$ cat config.mk
export PLATFORM = sky130hd
export DESIGN_NAME = adc_conv_sequencer
export DESIGN_NICKNAME = d
export VERILOG_FILES = /design/src/rtl/adc_seq_pkg.sv /design/src/rtl/adc_seq_ctrl.sv /design/src/rtl/adc_seq_datapath.sv /design/src/rtl/adc_conv_sequencer.sv
export SDC_FILE = /design/constraint.sdc
export NUM_CORES = 1
export LEC_CHECK = 0
export BUFFER_PORTS_ARGS = -buffer_cell sky130_fd_sc_hd__buf_2
export CORE_ASPECT_RATIO = 0.6
export CORE_MARGIN = 3
export CORE_UTILIZATION = 59
export CTS_CLUSTER_DIAMETER = 100
export DETAILED_ROUTE_END_ITERATION = 16
export GPL_TIMING_DRIVEN = 1
export PLACE_DENSITY = 0.76
export SYNTH_ARGS = -nofsm -noshare
export SYNTH_HDL_FRONTEND = slang
export SYNTH_HIERARCHICAL = 1
export SYNTH_SLANG_ARGS = --single-unit
$ cat constraint.sdc
create_clock -name clk -period 2.6 [get_ports clk]
set_input_delay 0.39 -clock clk [delete_from_list [all_inputs] [get_ports clk]]
set_output_delay 0.39 -clock clk [all_outputs]
set_load 0.01 [all_outputs]
$ cat src/rtl/adc_seq_pkg.sv
package adc_seq_pkg;

  typedef enum logic [1:0] {
    ST_IDLE,
    ST_CONV,
    ST_XFER,
    ST_GUARD
  } seqState_e;

  // Strobes from the sequencer control to the shift datapath
  typedef struct packed {
    logic loadCtrl;   // last conversion cycle: capture the control word
    logic shiftOut;   // last cycle of a bit: advance the transmit bit
    logic sampleIn;   // falling-edge cycle: capture one receive bit
    logic lastBit;    // falling-edge cycle of the final bit
    logic frameOn;    // frame in progress
  } seqStrobe_t;

endpackage

$ cat src/rtl/adc_seq_ctrl.sv
module adc_seq_ctrl
  import adc_seq_pkg::*;
#(
  parameter int WORD_W       = 16,
  parameter int SCLK_HALF    = 13,
  parameter int CONV_CYCLES  = 1475,
  parameter int START_CYCLES = 25,
  parameter int ACQ_CYCLES   = 500,
  parameter int QUIET_CYCLES = 125,
  parameter int ACQ_EDGE     = 6
) (
  input  logic       clk,
  input  logic       rstN,
  input  logic       startReq,
  input  logic       freeRun,
  output logic       convStart,
  output logic       sclk,
  output logic       frameN,
  output seqStrobe_t strobe
);

  localparam int PH_W    = $clog2(2 * SCLK_HALF);
  localparam int BIT_W   = $clog2(WORD_W);
  localparam int CNT_MAX = (CONV_CYCLES > QUIET_CYCLES) ? CONV_CYCLES : QUIET_CYCLES;
  localparam int CNT_W   = $clog2(CNT_MAX + 1);
  localparam int ACQ_W   = $clog2(ACQ_CYCLES + 1);

  localparam logic [PH_W-1:0]  PH_FALL   = PH_W'(SCLK_HALF);
  localparam logic [PH_W-1:0]  PH_LAST   = PH_W'(2 * SCLK_HALF - 1);
  localparam logic [BIT_W-1:0] BIT_LAST  = BIT_W'(WORD_W - 1);
  localparam logic [BIT_W-1:0] BIT_ACQ   = BIT_W'(ACQ_EDGE - 1);
  localparam logic [CNT_W-1:0] CONV_LAST = CNT_W'(CONV_CYCLES - 1);
  localparam logic [CNT_W-1:0] PULSE_END = CNT_W'(START_CYCLES);
  localparam logic [CNT_W-1:0] QUIET_LIM = CNT_W'(QUIET_CYCLES - 1);
  localparam logic [ACQ_W-1:0] ACQ_LIM   = ACQ_W'(ACQ_CYCLES - 1);
  localparam logic [ACQ_W-1:0] ACQ_SAT   = ACQ_W'(ACQ_CYCLES);

  seqState_e        state;
  logic [CNT_W-1:0] cnt;
  logic [PH_W-1:0]  ph;
  logic [BIT_W-1:0] bitCnt;
  logic [ACQ_W-1:0] acqAge;
  logic             pend;

  logic inXfer, fallNow, bitEnd, frameEnd, acqFall, convEnd, guardMet, want, launch;

  always_comb begin
    inXfer   = (state == ST_XFER);
    fallNow  = inXfer && (ph == PH_FALL);
    bitEnd   = inXfer && (ph == PH_LAST);
    frameEnd = bitEnd && (bitCnt == BIT_LAST);
    acqFall  = fallNow && (bitCnt == BIT_ACQ);
    convEnd  = (state == ST_CONV) && (cnt == CONV_LAST);
    guardMet = (state == ST_GUARD) && (cnt >= QUIET_LIM) && (acqAge >= ACQ_LIM);
    want     = startReq || pend || freeRun;
    launch   = want && ((state == ST_IDLE) || guardMet);
  end

  always_ff @(posedge clk or negedge rstN) begin
    if (!rstN) begin
      state  <= ST_IDLE;
      cnt    <= '0;
      ph     <= '0;
      bitCnt <= '0;
      acqAge <= '0;
      pend   <= 1'b0;
    end else begin
      pend <= launch ? 1'b0 : (pend || startReq);

      // age of the acquisition window, counted from its falling edge
      if (convEnd)                                acqAge <= '0;
      else if (acqFall)                           acqAge <= ACQ_W'(1);
      else if (acqAge != '0 && acqAge < ACQ_SAT)  acqAge <= acqAge + 1'b1;

      case (state)
        ST_IDLE: begin
          if (launch) begin
            state <= ST_CONV;
            cnt   <= '0;
          end
        end
        ST_CONV: begin
          if (convEnd) begin
            state  <= ST_XFER;
            ph     <= '0;
            bitCnt <= '0;
          end else begin
            cnt <= cnt + 1'b1;
          end
        end
        ST_XFER: begin
          ph <= bitEnd ? '0 : ph + 1'b1;
          if (frameEnd) begin
            state  <= ST_GUARD;
            cnt    <= '0;
            bitCnt <= '0;
          end else if (bitEnd) begin
            bitCnt <= bitCnt + 1'b1;
          end
        end
        ST_GUARD: begin
          if (guardMet) begin
            state <= launch ? ST_CONV : ST_IDLE;
            cnt   <= '0;
          end else if (cnt < QUIET_LIM) begin
            cnt <= cnt + 1'b1;
          end
        end
        default: state <= ST_IDLE;
      endcase
    end
  end

  always_comb begin
    convStart       = (state == ST_CONV) && (cnt < PULSE_END);
    sclk            = !(inXfer && (ph >= PH_FALL));
    frameN          = !inXfer;
    strobe.loadCtrl = convEnd;
    strobe.shiftOut = bitEnd;
    strobe.sampleIn = fallNow;
    strobe.lastBit  = fallNow && (bitCnt == BIT_LAST);
    strobe.frameOn  = inXfer;
  end

endmodule

$ cat src/rtl/adc_seq_datapath.sv
module adc_seq_datapath
  import adc_seq_pkg::*;
#(
  parameter int WORD_W = 16
) (
  input  logic              clk,
  input  logic              rstN,
  input  seqStrobe_t        strobe,
  input  logic [WORD_W-1:0] ctrlWord,
  input  logic              adcDout,
  output logic              adcDin,
  output logic [WORD_W-1:0] result,
  output logic              resultValid
);

  logic [WORD_W-1:0] txShift;
  logic [WORD_W-2:0] rxShift;
  logic [WORD_W-1:0] rxNext;

  assign rxNext = {rxShift, adcDout};
  assign adcDin = strobe.frameOn && txShift[WORD_W-1];

  always_ff @(posedge clk or negedge rstN) begin
    if (!rstN) begin
      txShift     <= '0;
      rxShift     <= '0;
      result      <= '0;
      resultValid <= 1'b0;
    end else begin
      if (strobe.loadCtrl)      txShift <= ctrlWord;
      else if (strobe.shiftOut) txShift <= {txShift[WORD_W-2:0], 1'b0};
      if (strobe.sampleIn)      rxShift <= rxNext[WORD_W-2:0];
      if (strobe.lastBit)       result  <= rxNext;
      resultValid <= strobe.lastBit;
    end
  end

endmodule

$ cat src/rtl/adc_conv_sequencer.sv
module adc_conv_sequencer
  import adc_seq_pkg::*;
#(
  parameter int WORD_W       = 16,
  parameter int SCLK_HALF    = 13,
  parameter int CONV_CYCLES  = 1475,
  parameter int START_CYCLES = 25,
  parameter int ACQ_CYCLES   = 500,
  parameter int QUIET_CYCLES = 125,
  parameter int ACQ_EDGE     = 6
) (
  input  logic              clk,
  input  logic              rstN,
  input  logic              startReq,
  input  logic              freeRun,
  input  logic [WORD_W-1:0] ctrlWord,
  input  logic              adcDout,
  output logic              convStart,
  output logic              sclk,
  output logic              rxFrameN,
  output logic              txFrameN,
  output logic              adcDin,
  output logic [WORD_W-1:0] result,
  output logic              resultValid
);

  seqStrobe_t strobe;
  logic       frameN;

  adc_seq_ctrl #(
    .WORD_W(WORD_W), .SCLK_HALF(SCLK_HALF), .CONV_CYCLES(CONV_CYCLES),
    .START_CYCLES(START_CYCLES), .ACQ_CYCLES(ACQ_CYCLES),
    .QUIET_CYCLES(QUIET_CYCLES), .ACQ_EDGE(ACQ_EDGE)
  ) u_ctrl (
    .clk(clk), .rstN(rstN), .startReq(startReq), .freeRun(freeRun),
    .convStart(convStart), .sclk(sclk), .frameN(frameN), .strobe(strobe)
  );

  adc_seq_datapath #(.WORD_W(WORD_W)) u_datapath (
    .clk(clk), .rstN(rstN), .strobe(strobe), .ctrlWord(ctrlWord),
    .adcDout(adcDout), .adcDin(adcDin), .result(result), .resultValid(resultValid)
  );

  assign rxFrameN = frameN;
  assign txFrameN = frameN;

endmodule

After elaboration in Yosys (flattened, before gate mapping)
Cells that the tools add are included.
{ "word_totals": {"regBits": 80, "in_bits": 21, "elab_cells": 87} }
{ "classes": {"add_sub_neg": 4, "magnitude_cmp": 6, "n_eq_ne": 15, "n_mux": 25, "n_reduce_logical": 27} }
{ "ops": {"columns": ["operator", "n"], "rows": [
  ["two-way mux 11 bit", 5],
  ["one-hot mux 11 bit (4 select lines)", 1],
  ["two-way mux 16 bit", 2],
  ["two-way mux 9 bit", 3],
  ["logical AND 1 bit", 13],
  ["two-way mux 4 bit", 3],
  ["adder 11 x 1 -> 11 bit, second input constant", 1],
  ["== test 11 bit, second input constant", 1],
  [">= comparator 11 x 7 -> 1 bit, second input constant", 1],
  ["less-than comparator 11 x 5 -> 1 bit, second input constant", 1],
  ["less-than comparator 11 x 7 -> 1 bit, second input constant", 1],
  ["two-way mux 5 bit", 2],
  ["one-hot mux 5 bit (2 select lines)", 1],
  ["adder 9 x 1 -> 9 bit, second input constant", 1],
  [">= comparator 9 bit, second input constant", 1],
  ["less-than comparator 9 bit, second input constant", 1],
  ["nonzero test 9 bit", 1],
  ["two-way mux 2 bit", 4],
  ["one-hot mux 2 bit (4 select lines)", 1],
  ["one-hot mux 4 bit (2 select lines)", 1],
  ["AND reduction 4 bit", 2],
  ["!= test 2 x 1 -> 1 bit, second input constant", 3],
  ["adder 5 x 1 -> 5 bit, second input constant", 1],
  ["== test 5 x 4 -> 1 bit, second input constant", 1],
  ["18 further kinds", 25]
]} }

Depth between registers and ports, before layout
{ "logic_depth": {"depth_word": 8, "ltp_mapped": 9, "ltp_nobuf": 7} }

Modules after synthesis
Netlist, hierarchy kept.
{ "by_module_without_submodules": {"columns": ["mod", "n_inst", "cells_per_inst", "area_per_inst_um2"], "rows": [
  ["adc_seq_ctrl", 1, 225, 2083.2],
  ["adc_seq_datapath", 1, 137, 2035.7],
  ["adc_conv_sequencer", 1, 1, 7.5]
]} }

Worst setup path before layout
OpenSTA, ideal clock, no wires.
{ "synth_timing": {"path_type": "reg-to-reg", "startpoint": "register u_ctrl.state[0]", "endpoint": "register u_datapath.result[10]", "setup_time_ns": 0.125, "arrival_ns": 1.918, "required_time_ns": 2.475, "path_slack_ns": 0.557, "stages_incl_launch_ff": 9, "synth_period_minus_slack_ns": 2.043, "path_cell_list": "dfrtp_1 -> inv_1 -> ha_1 -> nand2_1 -> nor3_1 -> and4_1 -> buf_6 -> buf_12 -> mux2_4"} }
{ "synth_lines": {"columns": ["item", "line", "rtl"], "rows": [
  ["from (decl)", "adc_seq_ctrl.sv:38", "seqState_e state;"],
  ["from (signal assigned)", "adc_seq_ctrl.sv:103", "state <= launch ? ST_CONV : ST_IDLE;"],
  ["to (signal assigned)", "adc_seq_datapath.sv:33", "if (strobe.lastBit) result <= rxNext;"],
  ["to (decl)", "adc_seq_datapath.sv:12", "output logic [WORD_W-1:0] result,"]
]} }

Worst setup path in the final report
{ "layout_timing": {"startpoint": "register u_ctrl.ph[0]", "endpoint": "register u_ctrl.cnt[10]"} }
{ "layout_via": {"elab_chain_len": 5} }
{ "layout_lines": {"columns": ["item", "line", "rtl"], "rows": [
  ["from (decl)", "adc_seq_ctrl.sv:40", "logic [PH_W-1:0] ph;"],
  ["from (signal assigned)", "adc_seq_ctrl.sv:92", "ph <= bitEnd ? '0 : ph + 1'b1;"],
  ["== test 5 bit", "adc_seq_ctrl.sv:50", "bitEnd = inXfer && (ph == PH_LAST);"],
  ["logical AND 1 bit", "adc_seq_ctrl.sv:50", null],
  ["logical AND 1 bit", "adc_seq_ctrl.sv:51", "frameEnd = bitEnd && (bitCnt == BIT_LAST);"],
  ["!= test 2 bit (no line)", null, null],
  ["AND reduction 4 bit (no line)", null, null],
  ["to (signal assigned)", "adc_seq_ctrl.sv:88", "cnt <= cnt + 1'b1;"],
  ["to (signal assigned)", "adc_seq_ctrl.sv:106", "cnt <= cnt + 1'b1;"],
  ["to (decl)", "adc_seq_ctrl.sv:39", "logic [CNT_W-1:0] cnt;"]
]} }
Every way passes these cells.
A chain may end at the register's enable or synchronous reset.

==> flow_summary.toml <==
[setup_path]
start_kind = "flip-flop"
reg2regPathDepth = 6
arrival_ns = 2.60
worstPathRequired_ns = 2.86
rrSetupSlack_ns = 0.26
r2r_end = "u_ctrl/cnt[10]$_DFFE_PN0P_"
path_buf_inv = 0
critPathKind = "flip-flop to flip-flop"
r2r-start = "u_ctrl/ph[0]$_DFFE_PN0P_"
cp_max_fo = 22
crit_family = "simple AND/OR/NAND/NOR gates"
endpoint_kind = "flip-flop"
crit_chain = "ha_1, nand4b_1, o21ai_4, o211ai_4, or4_1, a21oi_1"
slowest_stage = "or4_1"
slowest_delay_ns = 0.56

[logic_synthesis]
synth_common_cells = "80 x dfrtp_1, 34 x nand2_1, 20 x mux2_4, 17 x mux2i_1"
avgSynthCellArea_sq_um = 11.4
ys_top_cells_by_area = "dfrtp_1 49%, mux2_4 7.3%, mux2i_1 4.1%"
yosysUniqueCellTypes = 58
netlist_instances = 363
synth_top_area_share_pct = 48.5
synth_most_common_cell = "dfrtp_1"
ys_ff_latch = 80
syn-cell-area_sq_um = 4130
yosysTopAreaCell = "dfrtp_1"
ys.flop_type = "dfrtp_1"
synth_edf_count = 0
postSynth.asyncResetShare_pct = 100
syn_nets = 397
ys_seq_area_share_pct = 48.5
yosysWarnings = 6

[drt]
final_antenna_net_count = 0
wl_per_cell_microns = 17.2
drt_first_pass_iters = 4
routed_via_density = 5.95
drc = 0
route.vias.total = 2931
drt_iter0_drc = 242
routed_wl_microns = 8460

[run_status]
status = "complete, no violations"

[timing]
final_max_slew_viol_count = 0
period_share_pct = 89.8
rsz0062_at_grt = "false"
final-hold-violation-count = 0
fin_tns_setup_ns = 0
period_needed_ns = 2.34
setup_viol = 0
skew_ns = 0.00834
slew_headroom_pct = 34.1
worst_slew_pin_slew_ns = 0.988
whs_ns = 0.209
setup_ws_ns = 0.264
fmax_ghz = 0.428

[floorplan]
start_util_pct = 64.1
num_rows = 22
dieArea_sq_um = 8070
ios = 43
die_w_microns = 114
coreArea_sq_um = 6440
die_h_microns = 70.8

[pwr]
irDropWorstVdd_v = 0.000466
power_mw = 3.64
leakage_nw = 2.03
power_density_nw_per_um2 = 779

[final_layout]
stdcell_count = 493
diodes = 0
nets = 438
fin_area_sq_um = 4670
fin_util_pct = 72.6
drive_gt1_share_pct = 26.4
syn2layout_area_growth_pct = 13.3

[min_path]
holdCritPathClass = "input port to asynchronous set/reset pin"

[global_route]
grt_pass1_vias = 2855
grt-ovfl-total = 0
gr-usage-all-layers_pct = 23.1
grt_first_pass_wirelength_microns = 14600
grt_max_degree = 81
antenna_found_initial = 0

[cts]
cts_sinks = 80
worstSkewPairLatency_ns = 0.34
clockBufferDepth = 2
cts-root-buf = "clkbuf_16"
h-tree-depth = 3
cts_tree = "done"
cts_setup_buffers = 0
cts_buffers = 9
post_cts_resized = 0
cts.clk_slew.worst_paths_ns = 0.06
postCtsHoldBufs = 0

[placement]
gp_congestion = 0.876
dp_slack_ns = 0.385
dp.cells = 477
dpl.hpwl_microns = 5710
place_area_sq_um = 4340
portBuffers = 42

[flow_run]
cap_viol_max_count = 0
==> worst max-delay path by stage <==
stage | start | endpoint | slack (ns) | cells after the start
after floorplan | u_ctrl/state[0]$_DFFE_PN0P_ | u_datapath/result[10]$_DFFE_PN0P_ | 0.56 | 8
after global placement | u_ctrl/ph[0]$_DFFE_PN0P_ | u_ctrl/cnt[10]$_DFFE_PN0P_ | 0.49 | 6
after detailed placement | u_ctrl/ph[0]$_DFFE_PN0P_ | u_ctrl/cnt[10]$_DFFE_PN0P_ | 0.38 | 6
after CTS | u_ctrl/ph[0]$_DFFE_PN0P_ | u_ctrl/cnt[10]$_DFFE_PN0P_ | 0.32 | 6
after global routing | u_ctrl/ph[0]$_DFFE_PN0P_ | u_ctrl/cnt[10]$_DFFE_PN0P_ | 0.13 | 6
final | u_ctrl/ph[0]$_DFFE_PN0P_ | u_ctrl/cnt[10]$_DFFE_PN0P_ | 0.26 | 6
==> flip-flops by register name, summed over array words and instances, names as in the netlist <==
name and cells:
u_ctrl/cnt 11, u_datapath/rxShift 15, u_ctrl/acqAge 9, u_datapath/resultValid 1, u_ctrl/state 2, u_datapath/result 16
u_ctrl/pend 1, u_ctrl/ph 5, u_ctrl/bitCnt 4, u_datapath/txShift 16
==> where the power goes <==
part           internal [mW]  leakage (nW)  switching, mW
clock network          0.920         0.163          0.467
registers               1.33          1.02          0.118
logic                  0.295         0.845          0.510
total                   2.54          2.03           1.10
==> cell families (layout without fill, tap and decap cells) <==
group / Yosys count / after routing / share of synthesized area, %
buffers and inverters: 34 / 80 / 5.58
adder cells (fa/ha/maj): 13 / 13 / 3.94
flip-flops: 80 / 80 / 48.5
AO/OA/AOI/OAI: 75 / 75 / 12.3
AND/OR/NAND/NOR: 105 / 105 / 13.5
multiplexers: 49 / 49 / 14.7
XOR/XNOR: 7 / 7 / 1.49
==> per-layer routing <==
layer  track usage [%]  up-vias  part of all wire, %
li1                  -     1397                    -
met1              34.8     1426                   49
met2              31.3       96                   43
met3              8.29       12                  6.6
met4              6.59        0                  1.3
met5                 0        -                    0
==> final cells by class <==
cell class                      instances  area [sq um]
Multi-Input combinational cell        249          1910
Timing Repair Buffer                   50           273
Clock inverter                          2          60.1
Fill cell                             471          1770
Tap cell                               84           105
Sequential cell                        80          2000
Clock buffer                           14           274
Inverter                               14          52.6
==> layout by cell type (no fill, tap or decap), types with 12 or more instances in the layout <==
cell type | synthesis | final
a21oi_1 | 12 | 12
buf_2 | 4 | 41
dfrtp_1 | 80 | 80
ha_1 | 13 | 13
inv_1 | 14 | 14
mux2_4 | 20 | 20
mux2i_1 | 17 | 17
nand2_1 | 34 | 34
nor2_1 | 15 | 14
o21ai_0 | 15 | 15
o21ai_1 | 15 | 15
==> worst register-to-register path: stages, from the launching register on <==
cell      delay [ns]
dfrtp_1         0.48
ha_1            0.26
nand4b_1        0.26
o21ai_4         0.30
o211ai_4        0.23
or4_1           0.57
a21oi_1         0.15
No activity file was read; power rests on OpenSTA's default activity.
